--- src/rtl/llres_pkg.sv ---
package llres_pkg;
  typedef enum logic [1:0] {
    OP_READ   = 2'd0,
    OP_LREAD  = 2'd1,
    OP_WRITE  = 2'd2,
    OP_CWRITE = 2'd3
  } llres_op_e;
endpackage

--- src/rtl/llres_age.sv ---
// Allocation-order tracker: picks the lowest free entry, else the oldest one.
module llres_age #(
  parameter int N = 4,
  localparam int IW = (N > 1) ? $clog2(N) : 1
) (
  input  logic          clk,
  input  logic          rst_n,
  input  logic          touch_en,
  input  logic [IW-1:0] touch_idx,
  input  logic [N-1:0]  valid_vec,
  output logic [IW-1:0] victim_idx
);
  localparam logic [N-1:0] ONE_N = 1;

  // older_q[i][j] set: entry i was allocated before entry j
  logic [N-1:0] older_q [N];
  logic [N-1:0] older_d [N];
  logic [N-1:0] oldest_vec;

  always_comb begin
    for (int i = 0; i < N; i++) older_d[i] = older_q[i];
    if (touch_en) begin
      for (int i = 0; i < N; i++) begin
        older_d[touch_idx][i] = 1'b0;
        older_d[i][touch_idx] = (IW'(i) != touch_idx);
      end
    end
  end

  always_ff @(posedge clk or negedge rst_n) begin
    if (!rst_n) begin
      for (int i = 0; i < N; i++) older_q[i] <= '0;
    end else if (touch_en) begin
      for (int i = 0; i < N; i++) older_q[i] <= older_d[i];
    end
  end

  for (genvar g = 0; g < N; g++) begin : g_oldest
    assign oldest_vec[g] = &(older_q[g] | (ONE_N << g));
  end

  always_comb begin
    logic have_free;
    have_free  = 1'b0;
    victim_idx = '0;
    for (int i = N - 1; i >= 0; i--) begin
      if (!valid_vec[i]) begin
        victim_idx = IW'(i);
        have_free  = 1'b1;
      end
    end
    if (!have_free) begin
      for (int i = 0; i < N; i++) begin
        if (oldest_vec[i]) victim_idx = IW'(i);
      end
    end
  end


  full_one_oldest_chk: assert property (@(posedge clk) disable iff (!rst_n)
    (&valid_vec) |-> ($countones(oldest_vec) == 1));
endmodule

--- src/rtl/llres_table.sv ---
// Reservation storage with per-entry context and granule comparators.
module llres_table #(
  parameter int N     = 4,
  parameter int CPU_W = 2,
  parameter int THR_W = 2,
  parameter int TAG_W = 29,
  localparam int IW = (N > 1) ? $clog2(N) : 1
) (
  input  logic             clk,
  input  logic             rst_n,
  input  logic             wr_en,
  input  logic [IW-1:0]    wr_idx,
  input  logic [CPU_W-1:0] wr_cpu,
  input  logic [THR_W-1:0] wr_thr,
  input  logic [TAG_W-1:0] wr_tag,
  input  logic [N-1:0]     clr_vec,
  input  logic [CPU_W-1:0] lk_cpu,
  input  logic [THR_W-1:0] lk_thr,
  input  logic [TAG_W-1:0] lk_tag,
  output logic [N-1:0]     valid_vec,
  output logic [N-1:0]     ctx_hit,
  output logic [N-1:0]     tag_hit
);
  for (genvar g = 0; g < N; g++) begin : g_ent
    logic             v_q, v_d, sel;
    logic [CPU_W-1:0] cpu_q;
    logic [THR_W-1:0] thr_q;
    logic [TAG_W-1:0] tag_q;

    assign sel = wr_en && (wr_idx == IW'(g));

    always_comb begin
      v_d = v_q;
      if (clr_vec[g]) v_d = 1'b0;
      if (sel)        v_d = 1'b1;
    end

    always_ff @(posedge clk or negedge rst_n) begin
      if (!rst_n) v_q <= 1'b0;
      else        v_q <= v_d;
    end

    always_ff @(posedge clk or negedge rst_n) begin
      if (!rst_n) begin
        cpu_q <= '0;
        thr_q <= '0;
        tag_q <= '0;
      end else if (sel) begin
        cpu_q <= wr_cpu;
        thr_q <= wr_thr;
        tag_q <= wr_tag;
      end
    end

    assign valid_vec[g] = v_q;
    assign ctx_hit[g]   = v_q && (cpu_q == lk_cpu) && (thr_q == lk_thr);
    assign tag_hit[g]   = v_q && (tag_q == lk_tag);


    clear_drops_chk: assert property (@(posedge clk) disable iff (!rst_n)
      (clr_vec[g] && !sel) |=> !valid_vec[g]);
  end
endmodule

--- src/rtl/llres_monitor.sv ---
// Load-linked reservation monitor top.
module llres_monitor
  import llres_pkg::*;
#(
  parameter int N_ENTRIES = 4,
  parameter int CPU_W     = 2,
  parameter int THR_W     = 2,
  parameter int ADDR_W    = 32,
  parameter int GRAN_BITS = 3
) (
  input  logic              clk,
  input  logic              rst_n,
  input  logic              req_valid_i,
  input  logic [1:0]        req_op_i,
  input  logic [CPU_W-1:0]  req_cpu_i,
  input  logic [THR_W-1:0]  req_thr_i,
  input  logic [ADDR_W-1:0] req_addr_i,
  output logic              mem_we_o,
  output logic              sc_done_o,
  output logic              sc_ok_o
);
  localparam int TAG_W = ADDR_W - GRAN_BITS;
  localparam int IW    = (N_ENTRIES > 1) ? $clog2(N_ENTRIES) : 1;

  llres_op_e          op;
  logic [TAG_W-1:0]   tag;
  logic               is_lr, is_wr, is_sc;
  logic [N_ENTRIES-1:0] valid_vec, ctx_hit, tag_hit, clr_vec;
  logic               own_hit, sc_pass, wr_allow;
  logic [IW-1:0]      own_idx, victim_idx, tbl_idx;
  logic               mem_we_d, sc_done_d, sc_ok_d;

  assign op    = llres_op_e'(req_op_i);
  assign tag   = req_addr_i[ADDR_W-1:GRAN_BITS];
  assign is_lr = req_valid_i && (op == OP_LREAD);
  assign is_sc = req_valid_i && (op == OP_CWRITE);
  assign is_wr = req_valid_i && ((op == OP_WRITE) || (op == OP_CWRITE));

  always_comb begin
    own_idx = '0;
    for (int i = 0; i < N_ENTRIES; i++) begin
      if (ctx_hit[i]) own_idx = IW'(i);
    end
  end

  assign own_hit  = |ctx_hit;
  assign tbl_idx  = own_hit ? own_idx : victim_idx;
  assign clr_vec  = is_wr ? tag_hit : '0;
  assign sc_pass  = |(tag_hit & ctx_hit);
  assign wr_allow = is_wr && (!is_sc || sc_pass);

  llres_table #(
    .N(N_ENTRIES), .CPU_W(CPU_W), .THR_W(THR_W), .TAG_W(TAG_W)
  ) i_table (
    .clk(clk), .rst_n(rst_n),
    .wr_en(is_lr), .wr_idx(tbl_idx),
    .wr_cpu(req_cpu_i), .wr_thr(req_thr_i), .wr_tag(tag),
    .clr_vec(clr_vec),
    .lk_cpu(req_cpu_i), .lk_thr(req_thr_i), .lk_tag(tag),
    .valid_vec(valid_vec), .ctx_hit(ctx_hit), .tag_hit(tag_hit)
  );

  llres_age #(.N(N_ENTRIES)) i_age (
    .clk(clk), .rst_n(rst_n),
    .touch_en(is_lr && !own_hit), .touch_idx(victim_idx),
    .valid_vec(valid_vec), .victim_idx(victim_idx)
  );

  always_comb begin
    mem_we_d  = wr_allow;
    sc_done_d = is_sc;
    sc_ok_d   = is_sc && sc_pass;
  end

  always_ff @(posedge clk or negedge rst_n) begin
    if (!rst_n) begin
      mem_we_o  <= 1'b0;
      sc_done_o <= 1'b0;
      sc_ok_o   <= 1'b0;
    end else begin
      mem_we_o  <= mem_we_d;
      sc_done_o <= sc_done_d;
      sc_ok_o   <= sc_ok_d;
    end
  end


  one_entry_per_ctx_chk: assert property (@(posedge clk) disable iff (!rst_n)
    $onehot0(ctx_hit));

  plain_store_we_chk: assert property (@(posedge clk) disable iff (!rst_n)
    (req_valid_i && req_op_i == 2'd2) |=> (mem_we_o && !sc_done_o));

  sc_we_follows_ok_chk: assert property (@(posedge clk) disable iff (!rst_n)
    sc_done_o |-> (mem_we_o == sc_ok_o));

  read_keeps_table_chk: assert property (@(posedge clk) disable iff (!rst_n)
    (req_valid_i && req_op_i == 2'd0) |=> $stable(valid_vec));

  idle_quiet_chk: assert property (@(posedge clk) disable iff (!rst_n)
    !req_valid_i |=> (!mem_we_o && !sc_done_o && !sc_ok_o));
endmodule

--- config.mk ---
export PLATFORM = sky130hd
export DESIGN_NAME = llres_monitor
export DESIGN_NICKNAME = d
export VERILOG_FILES = /design/src/rtl/llres_pkg.sv /design/src/rtl/llres_age.sv /design/src/rtl/llres_table.sv /design/src/rtl/llres_monitor.sv
export SDC_FILE = /design/constraint.sdc
export NUM_CORES = 1
export LEC_CHECK = 0
export BUFFER_PORTS_ARGS = -buffer_cell sky130_fd_sc_hd__buf_2
export CAP_MARGIN = 20
export CORE_MARGIN = 2
export CORE_UTILIZATION = 55
export CTS_BUF_LIST = sky130_fd_sc_hd__clkbuf_4
export DETAILED_ROUTE_END_ITERATION = 8
export PLACE_DENSITY = 0.87
export REMOVE_ABC_BUFFERS = 1
export SLEW_MARGIN = 5
export SYNTH_ARGS = -nofsm -noshare
export SYNTH_HDL_FRONTEND = slang
export SYNTH_SLANG_ARGS = --single-unit
--- constraint.sdc ---
create_clock -name clk -period 2.1 [get_ports clk]
set_clock_uncertainty 0.1 [all_clocks]
set_input_delay 0 -clock clk [delete_from_list [all_inputs] [get_ports clk]]
set_output_delay 0 -clock clk [all_outputs]
set_load 0.05 [all_outputs]
== After elaboration in Yosys (flattened, before gate mapping) ==
Cells that the tools add are included.
Widths: inputs -> output; s select.
Cells by class
  $lt $le $gt $ge: 4
  equal/unequal tests: 21
  multiplexer cells: 40
  bitwise logic cells: 10
  reductions and logical operators: 40
Operator list (count)
  $eq 29x29->1: 4
  $and 16x16->16: 4
  $not 16->16: 4
  $demux 4 s2: 4
  $mux 2: 13
  $logic_and 1x1->1: 24
  $bwmux 4: 4
  $eq 2x2->1: 8
  $mux 1: 15
  $reduce_and 3->1: 4
  $reduce_bool 2->1: 5
  $eq 2x2->1 const B: 4
  $mux 4: 2
  $reduce_or 4->1: 2
  $and 4x4->4: 1
  $eq 2x1->1 const B: 2
  $ne 2x2->1 const A: 2
  $ge 3x3->1 const B: 1
  $lt 2x3->1 const B: 1
  $lt 3x1->1 const B: 1
  $mux 3: 1
  $not 2->3: 1
  $demux 1 s2: 1
  $ge 2x1->1 const B: 1
  other kinds (4): 6
Word-level totals
  flip-flop bits (word level): 155
  input bits: 41
  output and inout bits: 3
  logic and storage cells: 138

== Longest topological paths before layout ==
Gate-level depths: netlist (run 1).
  depth in word-level cells: 23
  gate-level depth with buffers: 10

== Hierarchy ==
Synthesis (run 1) repeated with hierarchy kept, for this count alone.
Unflattened totals
  cells, all modules: 542
  area total of the unflattened synthesis: 7135.6 um^2
By module, submodules not included
  llres_table: instances 1, cells an instance 478, area each 6536.3 um^2
  llres_age: instances 1, cells an instance 42, area each 407.9 um^2
  llres_monitor: instances 1, cells an instance 22, area each 191.4 um^2

== Worst setup path after synthesis (run 1) ==
OpenSTA, ideal clock, no wires.
  kind: flip-flop to flip-flop
  start: reg with a tool-made name
  end: reg i_table.g_ent[3].cpu_q[1]
  arrival time: 2069 ps
  slack: -194 ps
  stages on the path, launching flop included: 10
  buffers on the path: 2
  cell sequence: dfrtp_1 > and3_1 > o211ai_1 > nand2_1 > a21boi_1 > a31oi_2 > nor2b_1 > buf_2 > buf_6 > mux2_4
RTL lines
  to (signal assigned): line llres_table.sv:49  | cpu_q <= wr_cpu;
  to (decl): line llres_table.sv:26  | logic [CPU_W-1:0] cpu_q;

== Final worst setup path (run 1) ==
  start: reg i_table.g_ent[1].cpu_q[0]
  end: reg i_table.g_ent[2].tag_q[24]
Between the ends
  cells in the longest elaborated chain, start to end: 9
  elaborated cells between the ends (all ways): 10
  those cells by class: eq/ne (2); mux (4); reduce/logical (4)
Ends and longest elaborated chain
  from (decl): line llres_table.sv:26
  from (signal assigned): line llres_table.sv:49
  $eq 2x2->1 *: line llres_table.sv:56  | assign ctx_hit[g] = v_q && (cpu_q == lk_cpu) && (thr_q == lk_thr);
  $logic_and 1x1->1 * (2 in series): line llres_table.sv:56
  $mux 1: line llres_monitor.sv:42  | if (ctx_hit[i]) own_idx = IW'(i);
  $mux 2 (2 in series): line llres_monitor.sv:42
  $mux 2 *: line llres_monitor.sv:47  | assign tbl_idx = own_hit ? own_idx : victim_idx;
  $eq 2x2->1 *: line llres_table.sv:30  | assign sel = wr_en && (wr_idx == IW'(g));
  $logic_and 1x1->1 *: line llres_table.sv:30
  to (signal assigned): line llres_table.sv:51  | tag_q <= wr_tag;
  to (decl): line llres_table.sv:28  | logic [TAG_W-1:0] tag_q;
Mark *: on every way between the ends. The rest lies on a longest branch, timed or not.
A chain may end at the register's enable or synchronous reset.

==> results.md, run 1 <==
- Routability cong.: 0.874
- CP Max Fanout: 19
- Cell count after synthesis: 580
- Crit-path cells: xnor2_2 -> nand3_2 -> or4_4 -> nand3_2 -> a31oi_4 -> nand2_1 -> buf_12 -> mux2_2
- Worst slew pin tran: 0.603 ns
- Worst R2R Path Depth: 8
- Mapped Area: 0.00751 sq mm
- # rows: 42
- Fillers: 785
- Final setup fails: 141
- Slew headroom: 59.8%
- DR DRC count: 0
- Cell family with most CP delay: simple AND/OR/NAND/NOR gates
- Root buf cell: clkbuf_4
- Total global-route track usage: 27.9%
- Critical path class: flip-flop to flip-flop
- Final Critical Period: 2.49 ns
- Detail Route Antenna Nets: 0
- CP bufs+invs: 1
- Worst slack at placement: -0.371 ns
- Yosys reg bits: 148
- RSZ-0062 raised after global routing: yes
- CTS H-tree depth: 4
- Fin util: 71.3%
- Area delta synth->final: 26.2%
- Initial drt markers: 554
- Tcrit/Tclk final: 118%
- Top FF cell, synth: dfrtp_1
- Outcome: complete, but fails checks
- Setup TNS: -46.55 ns
- Final WL: 20300 microns
- Wirelength per Cell: 22.6 microns
- Multi-input gate area: 0.00374 sq mm
- Post-route worst setup slack: -0.385 ns
- Crit end category: flip-flop
- Vias/cell: 5.83
- Worst EP arrival: 2.86 ns
- Maximum vdd drop: 0.701 mV
- Avg Cell Area, Syn: 13.0 sq um
- Die span in y: 121 microns
- CTS sink count: 148
- Final slew viol count: 0
- Crit path top cell by count: nand3_2
- Critical Path Source Type: flip-flop
- Min Hold Slack: 0.0791 ns
- Core ar.: 0.0133 sq mm
- PortBufs: 40
- Hold depth: 3
- CTS Buf Count: 17
- Cell taking the most area after synthesis: dfrtp_1
- Syn. warnings: 0
- Leakage: 4.30 nW
- Grt total ovfl: 0
- Share of cells above drive strength 1: 43.1%
- Commonest non-fill, non-tap cells in the layout: dfrtp_1 (148), xnor2_1 (74), mux2_2 (70)
- PD cells: 1300 mW/mm^2
- EDFF count, synth: 0
- Width of the die: 121 microns
- Worst-skew pair later-pin latency: 0.58 ns
- CTS tree: built
- Initial antenna violation count: 0
- First-pass GRT wire length: 30400 microns
- Sequential fraction of the synthesis area: 49.3%
- Reg area: 0.00370 sq mm
- Critical Path Max Stage Delay: 0.49 ns
- Max Clk Rate: 0.402 GHz
- Req. time, crit path: 2.48 ns
- Levels on crit path: 8
- CTS clk-pin slew, worst paths: 0.12 ns
- Total number of vias: 5234
- Hold WC Path Type: input pin to flip-flop
- Starting Density: 56.5%
- Ys async rst share: 100%
- Hold Vio Cnt, Final: 0
- Vias in the first global route: 5586
- Yosys top cell area share: 49.3%
- Pin count of the biggest net entering global routing: 64
- Commonest non-fill, non-tap cell in the layout: dfrtp_1
- Failing checks: negative setup slack
- Max-Cap Viols: 0
- Die Footprint: 0.0146 sq mm
- Max Root-Sink Buffers: 2
- I/O pins: 44
- TritonRoute pass-1 iters: 8
- Netlist cell types: 46
- Nets: 749
- Synth top area cells: dfrtp_1 (49%), mux2_4 (11%), mux2_2 (11%)
- Slowest cell on crit path: or4_4
- DP Wirelength: 11100 microns
[state kept, by name, summed over array words and instances (netlist names), named ones only]
name	flops
sc_ok_o	1
i_age.older_q	6
i_table.g_ent.v_q	4
i_table.g_ent.tag_q	116
i_table.g_ent.thr_q	8
i_table.g_ent.cpu_q	8
sc_done_o	1
mem_we_o	1
[worst register-to-register path, delay by kind of cell (launching register included)]
kind / cells / cell delay, ns
xor+xnor: 1 / 0.18
simple gates: 4 / 0.99
buf+inv: 1 / 0.22
compound gates: 1 / 0.11
mux: 1 / 0.38
flops: 1 / 0.43
[cells by family after synthesis]
group / Yosys count / synth area share [%]
flops: 148 / 49.3
mux: 132 / 22.5
xor+xnor: 124 / 14.6
simple gates: 89 / 6.86
buf+inv: 59 / 4.10
compound gates: 28 / 2.65
[final cells by class]
cell class,count,area share [%]
antenna,1,0.0264
multi-input combinational,373,39.5
inverter,12,0.475
clock buffer,18,1.43
tap,176,2.32
clock inverter,14,1.43
sequential,148,39.1
timing repair buffer,156,15.8
[worst paths after layout]
kind | slack (ns) | end | from
worst min-delay path | 0.08 | mem_we_o | req_op_i[0]
max in group asynchronous | 0.67 | i_table.g_ent[0].tag_q[15] | rst_n
min in group asynchronous | 0.40 | i_table.g_ent[0].cpu_q[1] | rst_n
worst max register to register | -0.39 | i_table.g_ent[2].tag_q[24] | i_table.g_ent[1].cpu_q[0]
worst max-delay path | -0.39 | i_table.g_ent[2].tag_q[24] | i_table.g_ent[1].cpu_q[0]
worst min register to register | 0.40 | flip-flop | flip-flop
[routing by layer]
metal | GRT usage [%] | wire (microns) | up-vias
li1 | - | - | 2265
met1 | 34.6 | 7980 | 2695
met2 | 45.4 | 10200 | 206
met3 | 7.85 | 1150 | 68
met4 | 12.6 | 930 | 0
met5 | 0 | 0 | -
[repair_timing]
item,CTS,global route
pin swaps,3,5
hold endpoints to repair,288,0
gates resized for setup,36,29
cloned,3,4
hold buffers,39,0
setup buffers,16,6
setup endpoints to repair,141,147
[stage by stage]
| stage | power [mW] | cells | area (sq um) |
|---|---|---|---|
| finish | 12.3 | 898 | 9480 |
| global route | 12.9 | 897 | 9480 |
| CTS | 11.7 | 888 | 9200 |
| detailed placement | 9.43 | 799 | 8140 |
| global placement | 9.12 | 799 | 8140 |
| floorplan | 8.10 | 533 | 7250 |
[synth_stat cells, types with 2 or more instances]
| library cell | n |
|---|---|
| mux2_4 | 56 |
| buf_4 | 3 |
| nand3_1 | 9 |
| dfrtp_1 | 148 |
| o21ai_0 | 6 |
| o21a_1 | 5 |
| nor2b_1 | 3 |
| mux2i_1 | 2 |
| nand4_1 | 19 |
| and3_1 | 6 |
| nand2_1 | 13 |
| nor4_1 | 15 |
| inv_1 | 12 |
| mux2_2 | 74 |
| nor2_1 | 6 |
| xor2_1 | 49 |
| buf_6 | 9 |
| xnor2_1 | 74 |
| nor3_1 | 5 |
| nand2b_1 | 3 |
| a22o_1 | 2 |
| o22ai_1 | 5 |
| buf_2 | 6 |
| clkbuf_1 | 28 |
[power by group]
| part | switching, mW | total, mW | internal [mW] |
|---|---|---|---|
| combinational | 2.22 | 5.40 | 3.18 |
| sequential | 1.02 | 5.17 | 4.15 |
| clock | 1.06 | 1.77 | 0.708 |
| total | 4.30 | 12.3 | 8.04 |
(Power assumes the default switching activity.)
==> inputs of run 2 (changes only) <==
ABC_AREA = 1   (was not set)
PLACE_DENSITY = 0.86   (was 0.87)
==> results.md, run 2 <==
- Crit-path cells: nand2_1 -> nand2_1 -> nor2_4 -> nand4_4 -> buf_4 -> o21ai_4 -> inv_2 -> nand2_4 -> buf_12 -> nand2_4 -> clkbuf_16 -> nand2_1 -> nand2_1
- Total global-route track usage: 37.4%
- Seq pwr share: 33.9%
- CTS sink count: 148
- Biggest regs: i_table.g_ent.tag_q (116), i_table.g_ent.cpu_q (8), i_table.g_ent.thr_q (8)
- Cell taking the most area after synthesis: dfrtp_1
- Hold Crit Start: req_op_i[0]
- Commonest non-fill, non-tap cells in the layout: nand2_1 (601), inv_1 (154), dfrtp_1 (148)
- Nets: 1540
- Yosys reg bits: 148
- PortBufs: 40
- Starting Density: 55.9%
- Top FF cell, synth: dfrtp_1
- Max reg flops: 116
- Switching power: 7.71 mW
- Routability cong.: 1.06
- Die Footprint: 0.0179 sq mm
- Fin cells: 1733
- Netlist cell types: 37
- Synth top area cells: dfrtp_1 (40%), nand2_1 (26%), nand3_1 (7.3%)
- Fillers: 1350
- CTS Buf Count: 17
- Internal power: 8.07 mW
- Maximum vdd drop: 1.18 mV
- Hold Vio Cnt, Final: 0
- RSZ-0062 raised after global routing: yes
- Initial antenna violation count: 1
- Tcrit/Tclk final: 101%
- CP bufs+invs: 4
- Cell count after synthesis: 1403
- Crit end category: flip-flop
- Width of the die: 134 microns
- Clock group share of total power: 11.3%
- Mapped Area: 0.00924 sq mm
- Combinational share of power: 54.9%
- Detail Route Antenna Nets: 0
- CTS tree: built
- Worst-skew pair later-pin latency: 0.59 ns
- Pin count of the biggest net entering global routing: 54
- Syn. warnings: 0
- Ys async rst share: 100%
- CTS clk-pin slew, worst paths: 0.13 ns
- Total power: 15.8 mW
- Vias in the first global route: 8856
- Die span in y: 134 microns
- Grt total ovfl: 0
- I/O pins: 44
- First-pass GRT wire length: 49900 microns
- Top reg by flops: i_table.g_ent.tag_q
- DR DRC count: 0
- PD cells: 1420 mW/mm^2
- Commonest non-fill, non-tap cell in the layout: nand2_1
- Area delta synth->final: 20.0%
- Final Critical Period: 2.13 ns
- Post-route worst setup slack: -0.0288 ns
- Failing checks: negative setup slack
- Wirelength per Cell: 19.7 microns
- Core ar.: 0.0165 sq mm
- Worst Setup SP: i_table.g_ent[1].thr_q[1]
- Final slew viol count: 0
- Synth cell count leaders: nand2_1 (652), inv_1 (154), dfrtp_1 (148)
- Hold WC Path Type: input pin to flip-flop
- Max Root-Sink Buffers: 2
- Avg Cell Area, Syn: 6.59 sq um
- TritonRoute pass-1 iters: 7
- Yosys top cell area share: 40.1%
- Max-Cap Viols: 0
- Max Clk Rate: 0.470 GHz
- Crit path top cell by count: nand2_1
- CTS H-tree depth: 4
- Grt met2 use: 59.8%
- # rows: 47
- EDFF count, synth: 0
- Outcome: complete, but fails checks
- Slew headroom: 66.4%
- Critical path class: flip-flop to flip-flop
- Met3 Use GR: 7.23%
- Sequential fraction of the synthesis area: 40.1%
- Total number of vias: 9707
- Switching share of power: 48.9%
- Final WL: 34200 microns
- Critical Path Max Stage Delay: 0.43 ns
- CP Max Fanout: 10
- Share of cells above drive strength 1: 14.5%
- Worst r2r src: i_table.g_ent[1].thr_q[1]
- Req. time, crit path: 2.47 ns
- Slowest cell on crit path: dfrtp_1
- DP Wirelength: 23700 microns
- Leakage: 6.03 nW
- Worst slew pin tran: 0.501 ns
- GR Layer Usage met1: 51.7%
- Root buf cell: clkbuf_4
- Cell family with most CP delay: simple AND/OR/NAND/NOR gates
- Initial drt markers: 1435
- Critical Path Source Type: flip-flop
- Global route hottest layer: met2
- Cell with the most instances after synthesis: nand2_1
- Final setup fails: 14
- Vias/cell: 5.60
- Placed Cells: 1640
- Worst EP arrival: 2.50 ns
[run 2: cell count changes in the layout (fill, tap and decap cells not counted), sizes merged, moves of 6 or more]
cell / previous run / this run
buf: 113 / 97
nor2: 6 / 104
xor2: 49 / 2
inv: 15 / 163
xnor2: 75 / 29
nand4: 19 / 42
or2: 0 / 8
nor4: 16 / 0
nand3b: 1 / 7
nand2: 14 / 662
o21ai: 7 / 19
mux2: 130 / 0
nand3: 10 / 136
[run 2: metal layers]
layer,vias to the layer above,part of all wire (%)
li1,4501,-
met1,4566,40
met2,544,46
met3,96,9.8
met4,0,3.8
met5,-,0
[run 2: logic make-up (layout without fill, tap and decap cells)]
logic type,after synthesis,in the layout,share of synthesized area (%)
and+or+nand+nor,969,970,44.3
buffers and inverters,226,334,10.9
DFF,148,148,40.1
xor gates and xnor gates,31,31,2.94
AOI/OAI and AO/OA,29,29,1.85
other,0,1,0
[run 2: worst reg2reg max path: cells and delay by family, from the launching register on]
kind / cells / cell delay (ns)
compound gates: 1 / 0.16
flops: 1 / 0.43
buf+inv: 4 / 0.59
simple gates: 8 / 0.74
[run 2: per-stage QoR]
stage | hold WS [ns] | worst slack, ns | cell area (sq um) | TNS [ns] | util [%]
floorplan | -0.396 | -0.555 | 8840 | -38.89 | -
global placement | -0.114 | -0.167 | 9750 | -5.15 | 59.0
detailed placement | -0.113 | -0.256 | 9750 | -7.72 | 59.0
CTS | 0.0641 | 0.00236 | 10600 | 0 | 64.2
global route | 0.0787 | -0.0888 | 11100 | -5.24 | 67.1
finish | 0.0991 | -0.0288 | 11100 | -0.165 | 67.1
[run 2: path summary, 6_finish.rpt]
| kind | cells past startpoint | slack, ns | to |
|---|---|---|---|
| min in group asynchronous | 4 | 0.44 | i_table.g_ent[0].tag_q[13] |
| worst min-delay path | 3 | 0.1 | mem_we_o |
| max in group asynchronous | 4 | 1.17 | i_table.g_ent[3].tag_q[18] |
| worst max register to register | 13 | -0.03 | i_table.g_ent[3].tag_q[22] |
| worst min register to register | 2 | 0.39 | i_age.older_q[10] |
| worst max-delay path | 13 | -0.03 | i_table.g_ent[3].tag_q[22] |
[run 2: layout make-up]
cell class / count / area [sq um] / share of cell area, %
timing repair buffer: 141 / 1420 / 12.8
multi-input combinational: 1030 / 4800 / 43.3
clock buffer: 17 / 128 / 1.15
clock inverter: 15 / 139 / 1.25
inverter: 161 / 614 / 5.54
antenna: 1 / 2.50 / 0.0226
sequential: 148 / 3700 / 33.4
tap: 220 / 275 / 2.48
[run 2: power groups by stage]
stage / clock (mW) / sequential, mW / combinational, mW
floorplan: 0 / 4.94 / 4.45
global placement: 0 / 5.19 / 6.98
detailed placement: 0 / 5.24 / 7.19
CTS: 1.79 / 5.21 / 7.51
global route: 1.92 / 5.49 / 9.31
finish: 1.77 / 5.35 / 8.65
[run 2: timing repair]
item	in CTS	in global routing
hold buffers	40	0
endpoints found under the hold margin	295	0
endpoints found under the setup margin	109	134
pin swaps	9	10
buffers inserted	8	6
cloned	1	5
resized for setup	17	88
==> inputs of run 3 (changes only) <==
CORE_ASPECT_RATIO = 1.4   (was not set)
==> results.md, run 3 (synthesis gave the netlist of run 2 again) <==
- CTS H-tree depth: 4
- PortBufs: 40
- Final WL: 33000 microns
- Commonest non-fill, non-tap cell in the layout: nand2_1
- Initial drt markers: 770
- Internal power: 7.57 mW
- Max Clk Rate: 0.484 GHz
- Detail Route Antenna Nets: 0
- Crit end category: flip-flop
- Width of the die: 114 microns
- DP Wirelength: 25100 microns
- Worst R2R Path Depth: 12
- Grt total ovfl: 0
- Core ar.: 0.0166 sq mm
- Hold WC Path Type: input pin to flip-flop
- Share of cells above drive strength 1: 10.3%
- CTS clk-pin slew, worst paths: 0.15 ns
- Seq pwr share: 35.1%
- Wirelength per Cell: 19.4 microns
- Clock group share of total power: 11.9%
- Switching share of power: 49.0%
- Nets: 1527
- Post-Layout Inst Area: 0.0105 sq mm
- Tcrit/Tclk final: 98.3%
- CTS sink count: 148
- CP Max Fanout: 17
- Critical path class: flip-flop to flip-flop
- Slew headroom: 59.0%
- First-pass GRT wire length: 50200 microns
- Total global-route track usage: 38.1%
- Worst-skew pair later-pin latency: 0.58 ns
- Pin count of the biggest net entering global routing: 56
- Root buf cell: clkbuf_4
- Outcome: complete, no violations
- Leakage: 5.83 nW
- Worst r2r dst: i_table.g_ent[1].tag_q[25]
- Switching power: 7.26 mW
- Commonest non-fill, non-tap cells in the layout: nand2_1 (652), inv_1 (154), dfrtp_1 (148)
- Hold Vio Cnt, Final: 0
- Fillers: 1510
- Area delta synth->final: 14.0%
- Final Critical Period: 2.07 ns
- Hold depth: 3
- Final slew viol count: 0
- CTS Buf Count: 17
- RSZ-0062 raised after global routing: yes
- Total power: 14.8 mW
- Biggest regs: i_table.g_ent.tag_q (116), i_table.g_ent.cpu_q (8), i_table.g_ent.thr_q (8)
- Hold Crit Start: req_op_i[0]
- Worst r2r src: i_table.g_ent[2].thr_q[1]
- I/O pins: 44
- Routability cong.: 1.01
- PD cells: 1410 mW/mm^2
- Worst EP arrival: 2.43 ns
- Critical Path Source Type: flip-flop
- Combinational share of power: 53.1%
- Max Root-Sink Buffers: 2
- Min Hold Slack: 0.0777 ns
- Fin util: 63.5%
- Starting Density: 55.7%
- Initial antenna violation count: 1
- TritonRoute pass-1 iters: 5
- Req. time, crit path: 2.46 ns
- CTS tree: built
- Die Footprint: 0.0179 sq mm
- Max-Cap Viols: 0
- DR DRC count: 0
- Top reg by flops: i_table.g_ent.tag_q
- Final setup fails: 0
- Hold EP: mem_we_o
- Vias in the first global route: 8745
- Worst slew pin tran: 0.609 ns
- Reg-to-reg slack, setup: 0.03 ns
- Post-DP Area: 0.00980 sq mm
- Vias/cell: 5.41
- Setup TNS: 0 ns
- Die span in y: 157 microns
- Max reg flops: 116
- Total number of vias: 9217
- Maximum vdd drop: 0.797 mV
- # rows: 56
## run 3: cell count changes in the layout (fill, tap and decap cells not counted), moves of 3 or more
cell	previous run	this run
nand2_1	601	652
o21ai_1	3	0
clkbuf_16	5	0
nand2_2	44	5
o21ai_0	15	18
clkinv_1	4	1
nand2_4	15	5
## run 3: area by class of cell
type,instances,area [sq um],share of cell area [%]
Antenna cell,1,2.50,0.0237
Sequential cell,148,3700,35.1
Multi-Input combinational cell,1029,4540,43.1
Inverter,161,609,5.78
Clock buffer,18,135,1.28
Tap cell,203,254,2.41
Timing Repair Buffer,129,1170,11.1
Clock inverter,14,129,1.22
## run 3: worst max-delay path: stages (launching register included)
cell and delay, ns:
dfrtp_1 0.42, or2_1 0.23, nand2_1 0.06, nor2_1 0.05
nand3_2 0.10, inv_2 0.08, o21ai_2 0.25, inv_2 0.07
nand2_4 0.16, nand2_2 0.12, buf_12 0.18, nand2_1 0.06
nand2_1 0.06
## run 3: what timing repair did
item                                    in CTS  in global routing
hold buffers                                39                  0
resized for setup                            1                  7
pin swaps                                    0                  5
buffers inserted                             0                  4
endpoints found under the setup margin       3                119
endpoints found under the hold margin      295                  0
gates cloned                                 0                  0
## run 3: layer usage
metal	GRT usage, %	vias up	routed length (microns)
li1	-	4459	-
met1	45.9	4297	12900
met3	6.28	90	1910
met2	63.9	371	16000
met4	22.8	0	2170
met5	0	-	0
## run 3: power by group through the flow
stage	registers [mW]	logic [mW]	clock network, mW
detailed placement	5.21	7.47	0
finish	5.20	7.87	1.76
global placement	5.18	7.30	0
global route	5.36	8.59	1.89
CTS	5.17	7.55	1.78
floorplan	4.94	4.45	0
## run 3: through the flow
stage / setup slack (ns) / cells
2_1_floorplan: -0.555 / 1338
3_3_place_gp: 0.107 / 1627
3_5_place_dp: 0.0352 / 1627
4_1_cts: 0.00787 / 1698
5_1_grt: -0.0499 / 1703
6_report: 0.0347 / 1703
## run 3: worst max path at each step
| stage | startpoint | slack, ns | endpoint | depth (start not counted) |
|---|---|---|---|---|
| 2_1_floorplan | i_table.g_ent[2].thr_q[1] | -0.56 | i_table.g_ent[1].cpu_q[0] | 11 |
| 3_3_place_gp | i_table.g_ent[0].thr_q[1] | 0.11 | i_table.g_ent[0].tag_q[4] | 11 |
| 3_5_place_dp | i_table.g_ent[3].cpu_q[1] | 0.04 | i_table.g_ent[3].tag_q[8] | 14 |
| 4_1_cts | i_table.g_ent[1].thr_q[1] | 0.008 | i_table.g_ent[0].tag_q[25] | 10 |
| 5_1_grt | i_table.g_ent[3].cpu_q[1] | -0.05 | i_table.g_ent[3].tag_q[18] | 14 |
| 6_report | i_table.g_ent[2].thr_q[1] | 0.03 | i_table.g_ent[1].tag_q[25] | 12 |
